$ cat config.mk
export PLATFORM = sky130hd
export DESIGN_NAME = ebc_cs_ctrl
export DESIGN_NICKNAME = d
export VERILOG_FILES = /design/src/rtl/ebc_pkg.sv /design/src/rtl/ebc_timing.sv /design/src/rtl/ebc_lanes.sv /design/src/rtl/ebc_cs_ctrl.sv
export SDC_FILE = /design/constraint.sdc
export NUM_CORES = 1
export LEC_CHECK = 0
export ABC_AREA = 1
export BUFFER_PORTS_ARGS = -buffer_cell sky130_fd_sc_hd__buf_4
export CAP_MARGIN = 20
export CORE_MARGIN = 5
export CORE_UTILIZATION = 42
export CTS_CLUSTER_DIAMETER = 200
export CTS_CLUSTER_SIZE = 30
export DETAILED_ROUTE_END_ITERATION = 8
export PLACE_DENSITY = 0.76
export SLEW_MARGIN = 20
export SYNTH_ARGS = -nofsm -noshare
export SYNTH_HDL_FRONTEND = slang
export SYNTH_SLANG_ARGS = --single-unit
$ cat constraint.sdc
create_clock -name clk -period 4.5 [get_ports clk]
set_input_delay 0.225 -clock clk [delete_from_list [all_inputs] [get_ports clk]]
set_output_delay 0.225 -clock clk [all_outputs]
set_load 0.02 [all_outputs]
$ cat src/rtl/ebc_pkg.sv
package ebc_pkg;
  localparam int TW = 6;          // cycle timer width, holds the longest cycle
  localparam int RW = 4;          // recovery counter width
  localparam int BYTES = 4;       // master word bytes

  typedef struct packed {
    logic [3:0] rec_wr;
    logic [3:0] rec_rd;
    logic [1:0] dq_tail;
    logic [1:0] dq_lead;
    logic [1:0] cs_tail;
    logic [2:0] wait_p;
    logic [4:0] wait_n;
    logic [1:0] stb_lead;
    logic [1:0] cs_lead;
    logic       bytestrobe;
    logic       bigend;
    logic       sel16;
  } area_cfg_t;

  localparam int CFGW = $bits(area_cfg_t);

  typedef enum logic [1:0] {S_IDLE, S_CYC, S_REC} ebc_state_e;
endpackage

$ cat src/rtl/ebc_timing.sv
module ebc_timing
  import ebc_pkg::*;
(
  input  area_cfg_t        cfg,
  input  logic             page,
  output logic [TW-1:0]    cs_start,
  output logic [TW-1:0]    st_start,
  output logic [TW-1:0]    st_end,
  output logic [TW-1:0]    cyc_end,
  output logic [TW-1:0]    do_start,
  output logic [TW-1:0]    do_end
);
  // Clamp: select and data never start after the strobe, data never outlives select.
  always_comb begin
    st_start = TW'(cfg.stb_lead);
    cs_start = (cfg.cs_lead < cfg.stb_lead) ? TW'(cfg.cs_lead) : TW'(cfg.stb_lead);
    do_start = (cfg.dq_lead < cfg.stb_lead) ? TW'(cfg.dq_lead) : TW'(cfg.stb_lead);
    st_end   = st_start + (page ? TW'(cfg.wait_p) : TW'(cfg.wait_n)) + TW'(1);
    cyc_end  = st_end + TW'(cfg.cs_tail);
    do_end   = st_end + ((cfg.dq_tail < cfg.cs_tail) ? TW'(cfg.dq_tail) : TW'(cfg.cs_tail));
  end
endmodule

$ cat src/rtl/ebc_lanes.sv
module ebc_lanes (
  input  logic        sel16,
  input  logic        bigend,
  input  logic [1:0]  unit,
  input  logic [3:0]  be,
  input  logic [31:0] wdata,
  input  logic [15:0] d_in,
  input  logic [31:0] rd_acc,
  output logic [15:0] d_out,
  output logic [1:0]  lane_en,
  output logic [31:0] rd_next
);
  logic [1:0] bpos;
  logic       hpos;

  always_comb begin
    bpos    = bigend ? (2'd3 - unit) : unit;
    hpos    = bigend ? ~unit[0] : unit[0];
    rd_next = rd_acc;
    if (sel16) begin
      d_out      = wdata[{hpos, 4'b0000} +: 16];
      lane_en[0] = bigend ? be[{unit[0], 1'b1}] : be[{unit[0], 1'b0}];
      lane_en[1] = bigend ? be[{unit[0], 1'b0}] : be[{unit[0], 1'b1}];
      rd_next[{hpos, 4'b0000} +: 16] = d_in;
    end else begin
      d_out   = {8'h00, wdata[{bpos, 3'b000} +: 8]};
      lane_en = 2'b01;
      rd_next[{bpos, 3'b000} +: 8] = d_in[7:0];
    end
  end
endmodule

$ cat src/rtl/ebc_cs_ctrl.sv
module ebc_cs_ctrl
  import ebc_pkg::*;
#(
  parameter int AW     = 24,
  parameter int N_AREA = 8
) (
  input  logic                         clk,
  input  logic                         rst_n,
  input  logic [N_AREA-1:0][CFGW-1:0]  area_cfg,
  input  logic                         req_valid,
  output logic                         req_ready,
  input  logic [AW-1:2]                req_addr,
  input  logic                         req_we,
  input  logic [BYTES-1:0]             req_be,
  input  logic [8*BYTES-1:0]           req_wdata,
  output logic                         rsp_valid,
  output logic [8*BYTES-1:0]           rsp_rdata,
  output logic [N_AREA-1:0]            cs_n,
  output logic                         rd_n,
  output logic                         wr_n,
  output logic                         wr0_n,
  output logic                         wr1_n,
  output logic                         ble_n,
  output logic                         bhe_n,
  output logic [AW-1:0]                ext_addr,
  output logic [15:0]                  d_out,
  output logic                         d_oe,
  input  logic [15:0]                  d_in
);
  localparam int AB = $clog2(N_AREA);
  localparam int DW = 8 * BYTES;

  ebc_state_e        state_q;
  logic [TW-1:0]     t_q;
  logic [RW-1:0]     rc_q;
  logic [BYTES-1:0]  mask_q, mask_in, mask_left, unit_oh;
  logic              page_q, we_q, rsp_q;
  logic [BYTES-1:0]  be_q;
  logic [DW-1:0]     wd_q, rd_q, rd_next;
  logic [AB-1:0]     area_q, req_area;
  logic [AW-1:2]     base_q;
  area_cfg_t         cfg_q, cfg_in;
  logic [1:0]        unit;
  logic [1:0]        lane_en;
  logic [RW-1:0]     rec_n;
  logic [TW-1:0]     cs_start, st_start, st_end, cyc_end, do_start, do_end;
  logic              in_cyc, cs_act, st_act;

  assign req_area = req_addr[AW-1 -: AB];
  assign cfg_in   = area_cfg[req_area];
  assign mask_in  = cfg_in.sel16 ? {2'b00, |req_be[3:2], |req_be[1:0]} : req_be;

  // current unit is the lowest one still pending
  always_comb begin
    unit = 2'd0;
    for (int i = BYTES - 1; i >= 0; i--) if (mask_q[i]) unit = i[1:0];
  end
  assign unit_oh   = BYTES'(1) << unit;
  assign mask_left = mask_q & ~unit_oh;
  assign rec_n     = we_q ? cfg_q.rec_wr : cfg_q.rec_rd;

  ebc_timing u_timing (
    .cfg(cfg_q), .page(page_q), .cs_start(cs_start), .st_start(st_start),
    .st_end(st_end), .cyc_end(cyc_end), .do_start(do_start), .do_end(do_end)
  );

  ebc_lanes u_lanes (
    .sel16(cfg_q.sel16), .bigend(cfg_q.bigend), .unit(unit), .be(be_q),
    .wdata(wd_q), .d_in(d_in), .rd_acc(rd_q), .d_out(d_out),
    .lane_en(lane_en), .rd_next(rd_next)
  );

  always_ff @(posedge clk or negedge rst_n) begin
    if (!rst_n) begin
      state_q <= S_IDLE;
      t_q     <= '0;
      rc_q    <= '0;
      mask_q  <= '0;
      page_q  <= 1'b0;
      we_q    <= 1'b0;
      be_q    <= '0;
      wd_q    <= '0;
      rd_q    <= '0;
      area_q  <= '0;
      base_q  <= '0;
      cfg_q   <= '0;
      rsp_q   <= 1'b0;
    end else begin
      rsp_q <= 1'b0;
      unique case (state_q)
        S_IDLE: begin
          if (req_valid) begin
            area_q <= req_area;
            base_q <= req_addr;
            we_q   <= req_we;
            be_q   <= req_be;
            wd_q   <= req_wdata;
            cfg_q  <= cfg_in;
            mask_q <= mask_in;
            page_q <= 1'b0;
            t_q    <= '0;
            rd_q   <= '0;
            if (mask_in != '0) state_q <= S_CYC;
            else if (!req_we)  rsp_q   <= 1'b1;
          end
        end
        S_CYC: begin
          t_q <= t_q + 1'b1;
          if (!we_q && (t_q == st_end - 1'b1)) rd_q <= rd_next;
          if (t_q == cyc_end - 1'b1) begin
            t_q    <= '0;
            mask_q <= mask_left;
            page_q <= 1'b1;
            if (!we_q && (mask_left == '0)) rsp_q <= 1'b1;
            if (rec_n != '0) begin
              state_q <= S_REC;
              rc_q    <= rec_n;
            end else if (mask_left == '0) begin
              state_q <= S_IDLE;
            end
          end
        end
        S_REC: begin
          rc_q <= rc_q - 1'b1;
          if (rc_q == RW'(1)) state_q <= (mask_q == '0) ? S_IDLE : S_CYC;
        end
        default: state_q <= S_IDLE;
      endcase
    end
  end

  assign in_cyc = (state_q == S_CYC);
  assign cs_act = in_cyc && (t_q >= cs_start) && (t_q < cyc_end);
  assign st_act = in_cyc && (t_q >= st_start) && (t_q < st_end);

  for (genvar g = 0; g < N_AREA; g++) begin : g_cs
    assign cs_n[g] = !(cs_act && (area_q == AB'(g)));
  end

  assign req_ready = (state_q == S_IDLE);
  assign rsp_valid = rsp_q;
  assign rsp_rdata = rd_q;
  assign rd_n  = !(st_act && !we_q);
  assign wr_n  = !(st_act && we_q && !cfg_q.bytestrobe);
  assign wr0_n = !(st_act && we_q && cfg_q.bytestrobe && lane_en[0]);
  assign wr1_n = !(st_act && we_q && cfg_q.bytestrobe && lane_en[1]);
  assign ble_n = !(in_cyc && !cfg_q.bytestrobe && lane_en[0]);
  assign bhe_n = !(in_cyc && !cfg_q.bytestrobe && lane_en[1]);
  assign d_oe  = in_cyc && we_q && (t_q >= do_start) && (t_q < do_end);
  assign ext_addr = {base_q, (cfg_q.sel16 ? {unit[0], 1'b0} : unit)};

  // at most one area selected
  a_r3_cs_onehot: assert property (@(posedge clk) disable iff (!rst_n)
    $onehot0(~cs_n));
  // any strobe lies inside an active chip select
  a_r5_strobe_in_cs: assert property (@(posedge clk) disable iff (!rst_n)
    (!rd_n || !wr_n || !wr0_n || !wr1_n) |-> !(&cs_n));
  // read and write strobes never overlap
  a_r9_rd_wr_excl: assert property (@(posedge clk) disable iff (!rst_n)
    !rd_n |-> (wr_n && wr0_n && wr1_n));
  // the pad is never driven while reading
  a_r7_oe_not_read: assert property (@(posedge clk) disable iff (!rst_n)
    d_oe |-> rd_n);
  // while a request can be taken the bus is quiet
  a_r13_ready_bus_quiet: assert property (@(posedge clk) disable iff (!rst_n)
    req_ready |-> (&cs_n && !d_oe));
endmodule

==> results of run 1 <==
## area by class of cell
class / count / area [sq um]
Fill cell: 2160 / 9270
Multi-Input combinational cell: 1158 / 5840
Sequential cell: 138 / 3450
Timing Repair Buffer: 447 / 3450
Clock buffer: 17 / 425
Tap cell: 319 / 399
Inverter: 105 / 394
Clock inverter: 14 / 219
Antenna cell: 5 / 12.5
## stage by stage
stage | area, sq um | worst slack, ps | cells | hold WS (ps)
2_1_floorplan | 10000 | 775 | 1479 | -70.6
3_3_place_gp | 13200 | 318 | 2131 | 402
3_5_place_dp | 13200 | 262 | 2131 | 408
6_report | 14200 | 247 | 2203 | 9.68
5_1_grt | 14200 | 4.02 | 2203 | 1.01
4_1_cts | 14100 | 41.0 | 2192 | 1.28
## layout by cell type (no fill, tap or decap), types with 6 or more instances in the layout
master and n:
a21oi_1 23, dfrtp_1 137, inv_1 95, o211ai_1 19
inv_2 9, ha_1 43, o21ai_0 168, nand4_1 6
nand3_1 109, nand3b_1 8, nor2_1 163, xor2_1 13
buf_4 415, nand2_2 19, o22ai_1 74, nor2_2 9
clkbuf_16 17, dlygate4sd3_1 30, nand2_1 444
## sequential cells by signal, indices dropped and copies added, names as in the netlist
| signal | count |
|---|---|
| area_q | 3 |
| base_q | 19 |
| be_q | 4 |
| cfg_q | 29 |
| mask_q | 4 |
| page_q | 1 |
| rc_q | 4 |
| rsp_rdata | 32 |
| rsp_valid | 1 |
| state_q | 2 |
| t_q | 6 |
| wd_q | 32 |
| we_q | 1 |
## critical path: stages (launching register included)
cell and delay [ps]:
dfrtp_2 420, inv_2 80, or2_2 280, o21ai_2 80, fa_1 480, inv_2 130, ha_1 250, a21oi_2 150
inv_1 60, nand3_1 160, nor2_4 60, nand2_2 70, inv_1 60, nor2_1 90, ha_1 250, a2111oi_1 380
nand2_1 80, buf_4 170, nor2_2 120, nand2_1 70, buf_4 160
## synthesized netlist by cell type (8+ instances only)
cell	instances	area (sq um)
a21oi_1	24	120
clkbuf_1	69	259
dfrtp_1	138	3450
ha_1	43	538
inv_1	96	360
nand2_1	445	1670
nand2_2	18	113
nand3_1	109	546
nand3b_1	8	60.1
nor2_1	167	627
o211ai_1	19	143
o21ai_0	169	846
o22ai_1	74	463
xor2_1	13	114
## how the worst min path moves through the flow
stage                                  end    startpoint  cells past startpoint
floorplan            area_q[0]$_DFFE_PN0P_         rst_n                      0
global placement          we_q$_DFFE_PN0P_         rst_n                      1
detailed placement        we_q$_DFFE_PN0P_         rst_n                      1
CTS                 base_q[10]$_DFFE_PN0P_  req_addr[10]                      3
global route           wd_q[0]$_DFFE_PN0P_  req_wdata[0]                      3
finish              base_q[11]$_DFFE_PN0P_  req_addr[11]                      3
## power by group through the flow
stage,Clock [uW],Combinational (uW),Sequential [uW]
final,1570,6050,2170
after floorplan,0,3930,2270
after global placement,0,5720,2160
after global routing,1640,6740,2250
after CTS,1580,5950,2160
after detailed placement,0,5860,2170
## repair_timing
action / CTS / global route
gates cloned: 0 / 0
endpoints found under the setup margin: 8 / 8
hold buffers: 29 / 1
setup buffers: 1 / 4
pin swaps: 2 / 2
endpoints found under the hold margin: 102 / 1
gates resized for setup: 5 / 4
## routing by layer
layer / part of all wire / GRT usage / vias up
li1: - / - / 5684
met1: 0.39 / 0.337 / 5407
met2: 0.49 / 0.454 / 501
met3: 0.072 / 0.0723 / 115
met4: 0.048 / 0.148 / 0
met5: 0 / 0 / -
## cells by family (layout without fill, tap and decap cells)
family | Yosys count | in the layout | share of synthesized area
and+or+nand+nor | 781 | 781 | 0.328
AOI/OAI and AO/OA | 310 | 310 | 0.175
buffers and inverters | 183 | 583 | 0.0730
DFF | 138 | 138 | 0.345
adders and majority gates | 46 | 46 | 0.0598
xor gates and xnor gates | 17 | 17 | 0.0149
muxes | 4 | 4 | 0.00400
other | 0 | 5 | 0
==> results.cfg, run 1 <==
[run_status]
run_status = complete, no violations

[logic_synthesis]
synth.cell_area_sq_um = 10000
synthCells = 1479
syn_area_per_cell_sq_um = 6.76
flip_flop_and_latch_count_after_synthesis = 138
yosys_warnings = 0
yosys.cell_types.count = 45
seq_area_frac_synth = 0.345
synthesis.nets = 1835
synthFlopType = dfrtp_1
asyncSetResetFlopFracSynth = 1.00
count_of_flip_flops_with_a_built_in_enable_after_synthesis = 0

[cts]
htree_num_levels = 4
clock-root-buffer = clkbuf_16
cts_tree = done
cts_inserted_buffers = 17
clk_path_buf_depth = 2
clock_latency_ps = 430
clkSlewWorstSetupHoldPaths_ps = 70
numClockSinks = 138

[timing]
hold_viol = 0
setup-violations-final = 0
max_freq_mhz = 235
timing_worst_slew_pin_value_ps = 1140
timing.clock.skew_ps = 13.3
period_needed_ps = 4250
number_of_max_slew_violations_in_the_final_report = 0
period_utilization = 0.945
finalSetupTns_ps = 0
grt_setup_unrepaired = no
slew-limit-headroom = 0.241

[placed_design]
hpwl_after_dpl_mm = 29.5
number_of_input_and_output_port_buffers_inserted = 398
gp_congestion = 0.973

[power]
power.switching_uw = 4780
power.share.switching = 0.489
power_frac_comb = 0.618
p_int_uw = 5000
clock_power_share = 0.160
p_leak_uw = 0.00727
fraction_of_power_consumed_by_sequential_logic = 0.222
power_density_nw_per_um2 = 689
vdd_drop_max_v = 0.000342
design_power_total_uw = 9790

[setup_path]
worstPathRequired_ps = 4280
worstPathMaxFanout = 5
critical_path_arrival_ps = 4030
critPathKind = reg -> out
worstSetupStartpointType = flop
critical_path.reg2reg.endpoint = rsp_rdata[31]$_DFFE_PN0P_
setup.reg_to_reg.worst_slack_ps = 850
crit_end = cs_n[7]
startpoint = page_q$_DFFE_PN0P_
worst_flop_to_flop_path_startpoint = page_q$_DFFE_PN0P_
critPathCaptureType = output pin
reg2regPathDepth = 16

[layout]
drive_above_1_share = 0.268
synthToLayoutAreaGrowth_pct = 42.0
nNetsFinal = 2223
final_core_util = 0.605

[drt]
avgRoutedWirePerCell_um = 17.7
detail_route.wirelength_mm = 38.9
drtIter0Drc = 893
post_drt_via_cell_ratio = 5.31
routed-via-count = 11700
number_of_optimization_iterations_in_the_first_detailed_route_pass = 6
post-route-drc-count = 0
drt.antenna.violating_nets = 0

[floorplan]
initial_utilization = 0.426
die_height_um = 164
pin_count = 399
dieArea_sq_um = 27000
placementRows = 56
core_region_area_sq_um = 23500
die_x_um = 164

[global_routing]
grt_overflow = 0
grt_antenna_before_repair = 5
grt_max_degree = 117
wire_length_of_the_first_global_routing_pass_mm = 59.3
globalRouteTotalUtil = 0.278
grt_pass1_vias = 11400

[run]
max_cap_viol_count = 0

[min_path]
hold_path_class = in -> reg
(Power assumes the default switching activity.)
==> run 2, diff against run 1 <==
--- a/config.mk
+++ b/config.mk
@@ -8,12 +8,13 @@
 export ABC_AREA = 1
 export BUFFER_PORTS_ARGS = -buffer_cell sky130_fd_sc_hd__buf_4
 export CAP_MARGIN = 20
-export CORE_MARGIN = 5
+export CORE_MARGIN = 2
 export CORE_UTILIZATION = 42
 export CTS_CLUSTER_DIAMETER = 200
 export CTS_CLUSTER_SIZE = 30
 export DETAILED_ROUTE_END_ITERATION = 8
 export PLACE_DENSITY = 0.76
+export RECOVER_POWER = 50
 export SLEW_MARGIN = 20
 export SYNTH_ARGS = -nofsm -noshare
 export SYNTH_HDL_FRONTEND = slang
==> results.cfg, run 2 (same netlist as run 1, synthesis figures left out) <==
[placed_design]
hpwl_after_dpl_mm = 27.2
dp.cells = 2129
number_of_input_and_output_port_buffers_inserted = 398
gp_congestion = 0.934
pre_cts_worst_setup_slack_ps = 215

[drt]
drt.antenna.violating_nets = 0
detail_route.wirelength_mm = 36.8
post-route-drc-count = 0
avgRoutedWirePerCell_um = 16.7
post_drt_via_cell_ratio = 5.33
routed-via-count = 11800
drtIter0Drc = 858
number_of_optimization_iterations_in_the_first_detailed_route_pass = 5

[cts]
htree_num_levels = 4
clock-root-buffer = clkbuf_16
clock_latency_ps = 430
numClockSinks = 138
cts_tree = done
cts_inserted_buffers = 17
clkSlewWorstSetupHoldPaths_ps = 60
clk_path_buf_depth = 2

[power]
vdd_drop_max_v = 0.000307
design_power_total_uw = 9500
power_density_nw_per_um2 = 680
p_leak_uw = 0.00702

[layout]
fill_cells = 2225
synthToLayoutAreaGrowth_pct = 39.7
drive_above_1_share = 0.236
most-common-layout-cells = nand2_1 (445), buf_4 (357), o21ai_0 (169)
post_layout_nonfiller_instances = 2207
nNetsFinal = 2230
layout_commonest_cell = nand2_1

[global_routing]
grt_antenna_before_repair = 0
grt_overflow = 0
globalRouteTotalUtil = 0.287
wire_length_of_the_first_global_routing_pass_mm = 56.8
grt_max_degree = 102
grt_pass1_vias = 11400

[timing]
max_freq_mhz = 230
setup-violations-final = 0
hold_viol = 0
setup_slack_after_layout_ps = 144
timing.clock.skew_ps = 16.1
period_utilization = 0.968
number_of_max_slew_violations_in_the_final_report = 142
period_needed_ps = 4360
slew-limit-headroom = -0.685
holdWs_ps = 13.2
timing_worst_slew_pin_value_ps = 2530

[setup_path]
worstPathRequired_ps = 4280
reg2regPathDepth = 17
worstSetupStartpointType = flop
critical_path_arrival_ps = 4130
worstPathMaxFanout = 6
critical_path.reg2reg.endpoint = rc_q[3]$_DFFE_PN0P_
setup.reg_to_reg.worst_slack_ps = 830
critPathKind = reg -> out
critPathCaptureType = output pin
worst_flop_to_flop_path_startpoint = page_q$_DFFE_PN0P_

[floorplan]
core_region_area_sq_um = 23400
initial_utilization = 0.427
pin_count = 399
dieArea_sq_um = 25100
placementRows = 56
die_height_um = 158
die_x_um = 158

[min_path]
timing.hold.worst_path_depth = 3
hold_path_class = in -> reg
hold-path-endpoint = wd_q[30]$_DFFE_PN0P_
hold_path.startpoint = req_wdata[30]

[run]
max_cap_viol_count = 2

[run_status]
run_status = finished, violations left
violations = capacitance limit, slew limit
[run 2: cell types whose count changed in the layout (fill, tap and decap cells not counted), sizes merged]
cell         delta
inv             +6
dlygate4sd3     +9
clkinvlp        +1
diode           -4
buf            -60
clkinv          -2
bufinv          -5
clkbuf         +59
[run 2: cell type report]
| cell class | instances | area [sq um] | area share |
|---|---|---|---|
| timing repair buffer | 454 | 3290 | 0.236 |
| multi-input combinational | 1158 | 5870 | 0.420 |
| clock buffer | 18 | 429 | 0.0307 |
| sequential | 138 | 3450 | 0.247 |
| inverter | 105 | 394 | 0.0282 |
| tap | 319 | 399 | 0.0286 |
| clock inverter | 14 | 129 | 0.00923 |
| antenna | 1 | 2.50 | 0.000179 |
[run 2: timing repair]
action	4_1_cts	5_1_grt
endpoints found under the setup margin	8	8
buffers inserted	2	4
pin swaps	2	3
hold endpoints to repair	138	0
resized for setup	2	9
hold buffers	39	0
[run 2: worst max path at each step]
stage | slack [ps] | endpoint | cells past startpoint | start
after global placement | 250 | cs_n[2] | 19 | page_q$_DFFE_PN0P_
final | 140 | cs_n[7] | 20 | page_q$_DFFE_PN0P_
after detailed placement | 220 | cs_n[5] | 19 | page_q$_DFFE_PN0P_
after floorplan | 770 | cs_n[1] | 18 | page_q$_DFFE_PN0P_
after global routing | -50 | cs_n[1] | 20 | page_q$_DFFE_PN0P_
after CTS | 20 | cs_n[5] | 20 | page_q$_DFFE_PN0P_
[run 2: through the flow]
step	TNS (ps)	util	cell area, sq um
floorplan	0	-	10000
global placement	0	0.562	13100
detailed placement	0	0.562	13100
CTS	0	0.603	14100
global route	-244	0.597	14000
finish	0	0.597	14000
[run 2: layer usage]
metal,up-vias,track usage,wire [um]
li1,5696,-,-
met1,5492,0.359,14900
met2,479,0.475,17800
met3,107,0.0504,2240
met4,0,0.153,1770
met5,-,0,0
[run 2: worst max-delay path: stages (launching register included)]
cell and delay (ps):
dfrtp_2 450, buf_4 160, mux2i_1 110, ha_1 210
fa_1 540, inv_2 80, ha_1 290, a21oi_2 60
inv_1 90, nand3_4 100, nor2_4 120, nand2_2 70
inv_1 80, nor2_1 40, ha_1 350, a2111oi_4 320
nand2_1 90, buf_4 180, nor2_2 120, nand2_1 70
buf_4 160
[run 2: where the power goes]
group          total (uW)  internal [uW]  switching, uW
registers            2180           1760            419
logic                5960           2110           3850
clock network        1360            729            629
total                9500           4600           4900
